===== src/rtl/owr_pkg.sv =====
package owr_pkg;

    typedef enum logic [3:0] {
        ST_WAIT, ST_CMD, ST_READ, ST_MATCH, ST_S_BIT, ST_S_CMP, ST_S_DIR, ST_SEL
    } owr_state_e;

    typedef enum logic [2:0] {
        K_READ, K_MATCH, K_SEARCH, K_SKIP, K_BAD
    } owr_kind_e;

    localparam logic [7:0] OP_READ   = 8'h33;
    localparam logic [7:0] OP_MATCH  = 8'h55;
    localparam logic [7:0] OP_SEARCH = 8'hF0;
    localparam logic [7:0] OP_ASRCH  = 8'hEC;
    localparam logic [7:0] OP_SKIP   = 8'hCC;

    localparam logic [7:0] CRC_POLY_REFL = 8'h8C;

    function automatic logic [7:0] crc8_step(input logic [7:0] c, input logic b);
        logic fb;
        fb = c[0] ^ b;
        crc8_step = (c >> 1) ^ (fb ? CRC_POLY_REFL : 8'h00);
    endfunction

    function automatic logic [7:0] crc8_of56(input logic [55:0] d);
        logic [7:0] c;
        c = 8'h00;
        for (int i = 0; i < 56; i++) c = crc8_step(c, d[i]);
        crc8_of56 = c;
    endfunction

endpackage


===== src/rtl/owr_crc8.sv =====
module owr_crc8
    import owr_pkg::*;
(
    input  logic       clk,
    input  logic       rst_n,
    input  logic       clr,
    input  logic       en,
    input  logic       din,
    output logic [7:0] crc
);
    always_ff @(posedge clk) begin
        if (!rst_n || clr) crc <= 8'h00;
        else if (en)       crc <= crc8_step(crc, din);
    end
endmodule


===== src/rtl/owr_id_rom.sv =====
module owr_id_rom
    import owr_pkg::*;
#(
    parameter logic [7:0]  FAMILY = 8'h2C,
    parameter logic [47:0] SERIAL = 48'h5A17C3E90B64
) (
    output logic [63:0] id
);
    localparam logic [55:0] BODY = {SERIAL, FAMILY};
    localparam logic [7:0]  TAG  = crc8_of56(BODY);
    assign id = {TAG, BODY};
endmodule


===== src/rtl/owr_cmd_decode.sv =====
module owr_cmd_decode
    import owr_pkg::*;
(
    input  logic [7:0] op,
    input  logic       alarm,
    output owr_kind_e  kind
);
    always_comb begin
        unique case (op)
            OP_READ:   kind = K_READ;
            OP_MATCH:  kind = K_MATCH;
            OP_SEARCH: kind = K_SEARCH;
            OP_ASRCH:  kind = alarm ? K_SEARCH : K_BAD;
            OP_SKIP:   kind = K_SKIP;
            default:   kind = K_BAD;
        endcase
    end
endmodule


===== src/rtl/onewire_rom_responder.sv =====
module onewire_rom_responder
    import owr_pkg::*;
#(
    parameter logic [7:0]  FAMILY = 8'h2C,
    parameter logic [47:0] SERIAL = 48'h5A17C3E90B64,
    parameter int          ID_W   = 64,
    parameter int          CMD_W  = 8
) (
    input  logic clk,
    input  logic rst_n,
    input  logic bus_reset,
    input  logic rx_valid,
    input  logic rx_bit,
    input  logic rd_slot,
    input  logic alarm_pending,
    output logic tx_bit,
    output logic selected
);
    localparam int IDX_W = $clog2(ID_W);
    localparam int CNT_W = $clog2(CMD_W);
    localparam logic [IDX_W-1:0] IDX_LAST = IDX_W'(ID_W - 1);
    localparam logic [CNT_W-1:0] CNT_LAST = CNT_W'(CMD_W - 1);

    owr_state_e       state_q, state_d;
    logic [IDX_W-1:0] idx_q, idx_d;
    logic [CNT_W-1:0] cnt_q, cnt_d;
    logic [CMD_W-1:0] sr_q, sr_d;
    logic [63:0]      id;
    logic             id_bit;
    logic [CMD_W-1:0] op_full;
    owr_kind_e        kind;

    owr_id_rom #(.FAMILY(FAMILY), .SERIAL(SERIAL)) u_id (.id(id));

    assign id_bit  = id[idx_q];
    assign op_full = {rx_bit, sr_q[CMD_W-1:1]};

    owr_cmd_decode u_dec (.op(op_full[7:0]), .alarm(alarm_pending), .kind(kind));

    // state register
    always_ff @(posedge clk) begin
        if (!rst_n) begin
            state_q <= ST_WAIT;
            idx_q   <= '0;
            cnt_q   <= '0;
            sr_q    <= '0;
        end else begin
            state_q <= state_d;
            idx_q   <= idx_d;
            cnt_q   <= cnt_d;
            sr_q    <= sr_d;
        end
    end

    // next state
    always_comb begin
        state_d = state_q;
        idx_d   = idx_q;
        cnt_d   = cnt_q;
        sr_d    = sr_q;
        if (bus_reset) begin
            state_d = ST_CMD;
            idx_d   = '0;
            cnt_d   = '0;
        end else begin
            unique case (state_q)
                ST_WAIT, ST_SEL: ;
                ST_CMD: if (rx_valid) begin
                    sr_d  = op_full;
                    cnt_d = cnt_q + 1'b1;
                    if (cnt_q == CNT_LAST) begin
                        idx_d = '0;
                        unique case (kind)
                            K_READ:   state_d = ST_READ;
                            K_MATCH:  state_d = ST_MATCH;
                            K_SEARCH: state_d = ST_S_BIT;
                            K_SKIP:   state_d = ST_SEL;
                            default:  state_d = ST_WAIT;
                        endcase
                    end
                end
                ST_READ: if (rd_slot) begin
                    idx_d = idx_q + 1'b1;
                    if (idx_q == IDX_LAST) state_d = ST_SEL;
                end
                ST_MATCH, ST_S_DIR: if (rx_valid) begin
                    idx_d = idx_q + 1'b1;
                    if (rx_bit != id_bit)       state_d = ST_WAIT;
                    else if (idx_q == IDX_LAST) state_d = ST_SEL;
                    else if (state_q == ST_S_DIR) state_d = ST_S_BIT;
                end
                ST_S_BIT: if (rd_slot) state_d = ST_S_CMP;
                ST_S_CMP: if (rd_slot) state_d = ST_S_DIR;
                default:  state_d = ST_WAIT;
            endcase
        end
    end

    // outputs
    always_comb begin
        selected = (state_q == ST_SEL);
        unique case (state_q)
            ST_READ, ST_S_BIT: tx_bit = id_bit;
            ST_S_CMP:          tx_bit = ~id_bit;
            default:           tx_bit = 1'b1;
        endcase
    end

    // serial CRC over the bits sent by the read command
    logic [7:0] crc_run;
    logic       read_done_q;
    owr_crc8 u_crc (
        .clk(clk), .rst_n(rst_n), .clr(bus_reset),
        .en(rd_slot && state_q == ST_READ), .din(tx_bit), .crc(crc_run)
    );
    always_ff @(posedge clk) begin
        if (!rst_n) read_done_q <= 1'b0;
        else        read_done_q <= !bus_reset && rd_slot && state_q == ST_READ && idx_q == IDX_LAST;
    end

    // the whole identifier leaves a zero residue
    a_r2_crc_residue: assert property (@(posedge clk) disable iff (!rst_n)
        read_done_q |-> crc_run == 8'h00);
    // a bus reset always deselects
    a_r10_reset_deselects: assert property (@(posedge clk) disable iff (!rst_n)
        bus_reset |=> !selected);
    // selection holds until a bus reset
    a_r11_sel_holds: assert property (@(posedge clk) disable iff (!rst_n)
        (selected && !bus_reset) |=> selected);
    // a selected device never pulls the line
    a_r11_sel_quiet: assert property (@(posedge clk) disable iff (!rst_n)
        selected |-> tx_bit);
    // selection only follows a bit event
    a_r4_sel_cause: assert property (@(posedge clk) disable iff (!rst_n)
        (!selected && !bus_reset) |=> (!selected || $past(rx_valid || rd_slot)));
endmodule


===== config.mk =====
export PLATFORM = sky130hd
export DESIGN_NAME = onewire_rom_responder
export DESIGN_NICKNAME = d
export VERILOG_FILES = /design/src/rtl/owr_pkg.sv /design/src/rtl/owr_crc8.sv /design/src/rtl/owr_id_rom.sv /design/src/rtl/owr_cmd_decode.sv /design/src/rtl/onewire_rom_responder.sv
export SDC_FILE = /design/constraint.sdc
export NUM_CORES = 1
export LEC_CHECK = 0
export ABC_AREA = 1
export BUFFER_PORTS_ARGS = -buffer_cell sky130_fd_sc_hd__buf_2
export CAP_MARGIN = 0
export CORE_ASPECT_RATIO = 0.5
export CORE_MARGIN = 2
export CORE_UTILIZATION = 55
export CTS_CLUSTER_SIZE = 14
export DETAILED_ROUTE_END_ITERATION = 8
export PLACE_DENSITY = 0.73
export SLEW_MARGIN = 25
export SYNTH_ARGS = -nofsm -noshare
export SYNTH_HDL_FRONTEND = slang
export SYNTH_SLANG_ARGS = --single-unit

===== constraint.sdc =====
create_clock -name clk -period 2.35 [get_ports clk]
set_input_delay 0.235 -clock clk [delete_from_list [all_inputs] [get_ports clk]]
set_output_delay 0.235 -clock clk [all_outputs]
set_load 0.01 [all_outputs]

==> flow_summary.ini <==
[critical_path]
cpPeakStageDelay_ns = 0.47
critical_path_depth = 12
crit_slowest_cell = dfxtp_1
path_max_fanout = 8
r2r_start = state_q[1]
end_kind = flip-flop
crit_start = state_q[1]
crit_end = id_bit
crit_chain = nand3_1 -> nand3_4 -> nand3_4 -> nand2_1 -> nand3_1 -> ha_1 -> inv_1 -> nand3_1 -> nand3_1 -> nand3b_1 -> nand3_1 -> nand2_1
arrival_ns = 2.28
required_ns = 2.51
crit_top_cell = nand3_1
reg2regPathDepth = 12
crit_path_start_kind = flip-flop
reg2reg_slack_ns = 0.23
path_buf_inv = 1
crit_type = flip-flop to flip-flop
critPathTopFamily = simple AND/OR/NAND/NOR gates
reg2reg_to = id_bit

[timing]
tightest_slew_ns = 0.338
rsz0062_at_grt = no
maxSlewHeadroom_pct = 77.3
hold_viol = 0
skew_ns = 0.000857
timing.final.crit_share_pct = 90.2
finalCriticalPeriod_ns = 2.12
setup_viol = 0
drv_slew = 0
fin_setup_tns_ns = 0
max_freq_mhz = 472

[route]
wl_met2_um = 1590
drtIter0Drc = 74
drc = 0
highest_layer = met3
vias_per_cell = 5.17
dr_wl_met3_um = 78
wirelength_um = 3250
wl_met1_um = 1590
ant_nets = 0
avgRoutedWirePerCell_um = 11.6
num_vias = 1453
drt_first_pass_iters = 4

[yosys]
muxShareOfSynthArea_pct = 0
synth-simple-area-share_pct = 41.5
synthAdderAreaFrac_pct = 6.61
synth-compound-area-share_pct = 12.6
ys_seq_area_share_pct = 26.4
synth_top_family_by_area = simple AND/OR/NAND/NOR gates
syn_area_mm2 = 0.00152
syn_inst = 231
synth_edf_count = 0
ys_ff_latch = 20
yosys_warnings = 0
synth-main-ff-cell = dfxtp_1
netlist.top_cell.by_area = dfxtp_1
synth.avg_cell_area_um2 = 6.56
synth_top_area_share_pct = 26.4
synth_cell_types = 28
synthXorXnorAreaFrac_pct = 1.16
async_flop_share_pct = 0
ys_top_cells_by_area = dfxtp_1, nand2_1, inv_1, nand3_1, ha_1
syn_nets = 246

[grt]
grt_max_degree = 12
grt_pass1_vias = 1303
track_usage_pct = 22.9
grt_overflow = 0
grt_pass1_wl_um = 5560
grt_antenna_before_repair = 0

[die]
pin_count = 9
initial_utilization_pct = 58.2
core_area_mm2 = 0.00260
rows = 13
dieArea_mm2 = 0.00322
die_w_um = 78.2
die_h_um = 41.1

[job]
cap_violations = 0

[cts]
cts-htree-levels = 1
cts_tree = yes
post_cts_buffers = 0
postCtsHoldBufs = 0
clockRootBuffer = clkbuf_8
cts_buffers = 3
cts_resized = 0
clkTransAtPathRegs_ns = 0.07
cts.sinks = 20
clkLatencyLatePin_ns = 0.26
clockBufferDepth = 2

[power]
powerDensity_mw_per_mm2 = 489
peakVddDrop_v = 0.000240
p_leak_nw = 0.807

[run_status]
run_status = completed

[placed_design]
detailed_place_hpwl_um = 2620
dpl_cell_area_mm2 = 0.00161
io_buffers = 8
place_congestion = 0.890

[worst_hold_path]
hp-class = input port to flip-flop
hp-start = bus_reset

[layout]
syn_to_final_growth_pct = 9.99
fillers = 255
drive_above_1_share_pct = 14.3
nNetsFinal = 260
stdcell_area_mm2 = 0.00167
num_antenna_cells = 0
## power breakdown
group | internal (mW) | switching, mW | leakage, nW | total [mW]
clock | 0.149 | 0.116 | 0.0288 | 0.266
combinational | 0.0605 | 0.117 | 0.616 | 0.178
sequential | 0.354 | 0.0182 | 0.162 | 0.372
total | 0.564 | 0.252 | 0.807 | 0.816
## registers in the layout, indices dropped and copies added (netlist names)
| signal | cells |
|---|---|
| sr_q | 7 |
| idx_q | 6 |
| cnt_q | 3 |
| state_q | 3 |
| id_bit | 1 |
## Yosys cell counts, types with 3 or more instances
library cell and instances:
o21ai_0 13, nand2_4 4, nor2_1 17, nand4_1 7, a21oi_1 14, ha_1 8, inv_2 6, nand3_1 28
nand2_1 51, dfxtp_1 20, inv_1 38, nor4_1 3
## worst register-to-register path: stages, from the launching register on
cell and delay, ns:
dfxtp_1 0.47, nand3_1 0.21, nand3_4 0.16, nand3_4 0.13, nand2_1 0.08, nand3_1 0.20
ha_1 0.36, inv_1 0.07, nand3_1 0.08, nand3_1 0.09, nand3b_1 0.07, nand3_1 0.07
nand2_1 0.05
## worst min-delay path by stage
stage | end | slack [ns] | cells past startpoint
after floorplan | state_q[0] | 0.34 | 2
after global placement | cnt_q[2] | 0.46 | 2
after detailed placement | cnt_q[0] | 0.47 | 2
after CTS | state_q[0] | 0.25 | 3
after global routing | state_q[0] | 0.25 | 3
final | state_q[0] | 0.24 | 3
## stage by stage
| step | setup slack (ns) | power (mW) | utilization (%) | hold WS (ns) | std cells |
|---|---|---|---|---|---|
| 5_1_grt | 0.0303 | 0.858 | 64.0 | 0.246 | 281 |
| 2_1_floorplan | 0.432 | 0.513 | - | 0.340 | 231 |
| 6_report | 0.231 | 0.816 | 64.0 | 0.245 | 281 |
| 3_3_place_gp | 0.325 | 0.554 | 61.9 | 0.462 | 277 |
| 4_1_cts | 0.233 | 0.820 | 64.0 | 0.247 | 281 |
| 3_5_place_dp | 0.267 | 0.557 | 61.9 | 0.466 | 277 |
## layout by cell type, fill, tap and decap left out
cell       n
nand2_1   51
inv_1     38
nand3_1   28
dfxtp_1   20
nor2_1    17
a21oi_1   14
o21ai_0   13
ha_1       8
buf_2      8
nand4_1    7
inv_2      6
nand2_4    4
clkbuf_8   4
nor4_1     3
buf_4      3
nand3_2    2
nand3_4    2
xor2_1     2
nor3_1     2
a31oi_1    2
o21ai_1    2
nor2_8     1
o211ai_1   1
a21oi_2    1
nand2_2    1
a21oi_4    1
nand3b_1   1
nor2_4     1
nor3_4     1
## layer usage
layer / vias up / GRT usage, %
met3: 0 / 5.29
met2: 15 / 47.8
li1: 776 / -
met1: 662 / 26.0
met5: - / 0
met4: 0 / 2.63
## cells by family (layout without fill, tap and decap cells)
kind of cell | Yosys count | in the layout
fa+ha+maj | 8 | 8
buf+inv | 46 | 59
compound gates | 34 | 34
flops | 20 | 20
xor+xnor | 2 | 2
simple gates | 121 | 121
## layout make-up
cell class | count | area [µm²] | share of cell area (%)
clock buffers | 4 | 55.1 | 3.30
inverters | 44 | 165 | 9.91
multi-input cells | 165 | 937 | 56.2
flip-flops and latches | 20 | 400 | 24.0
well taps | 37 | 46.3 | 2.78
repair buffers | 11 | 62.6 | 3.75
Note: power is estimated with default switching activity, not from simulation.
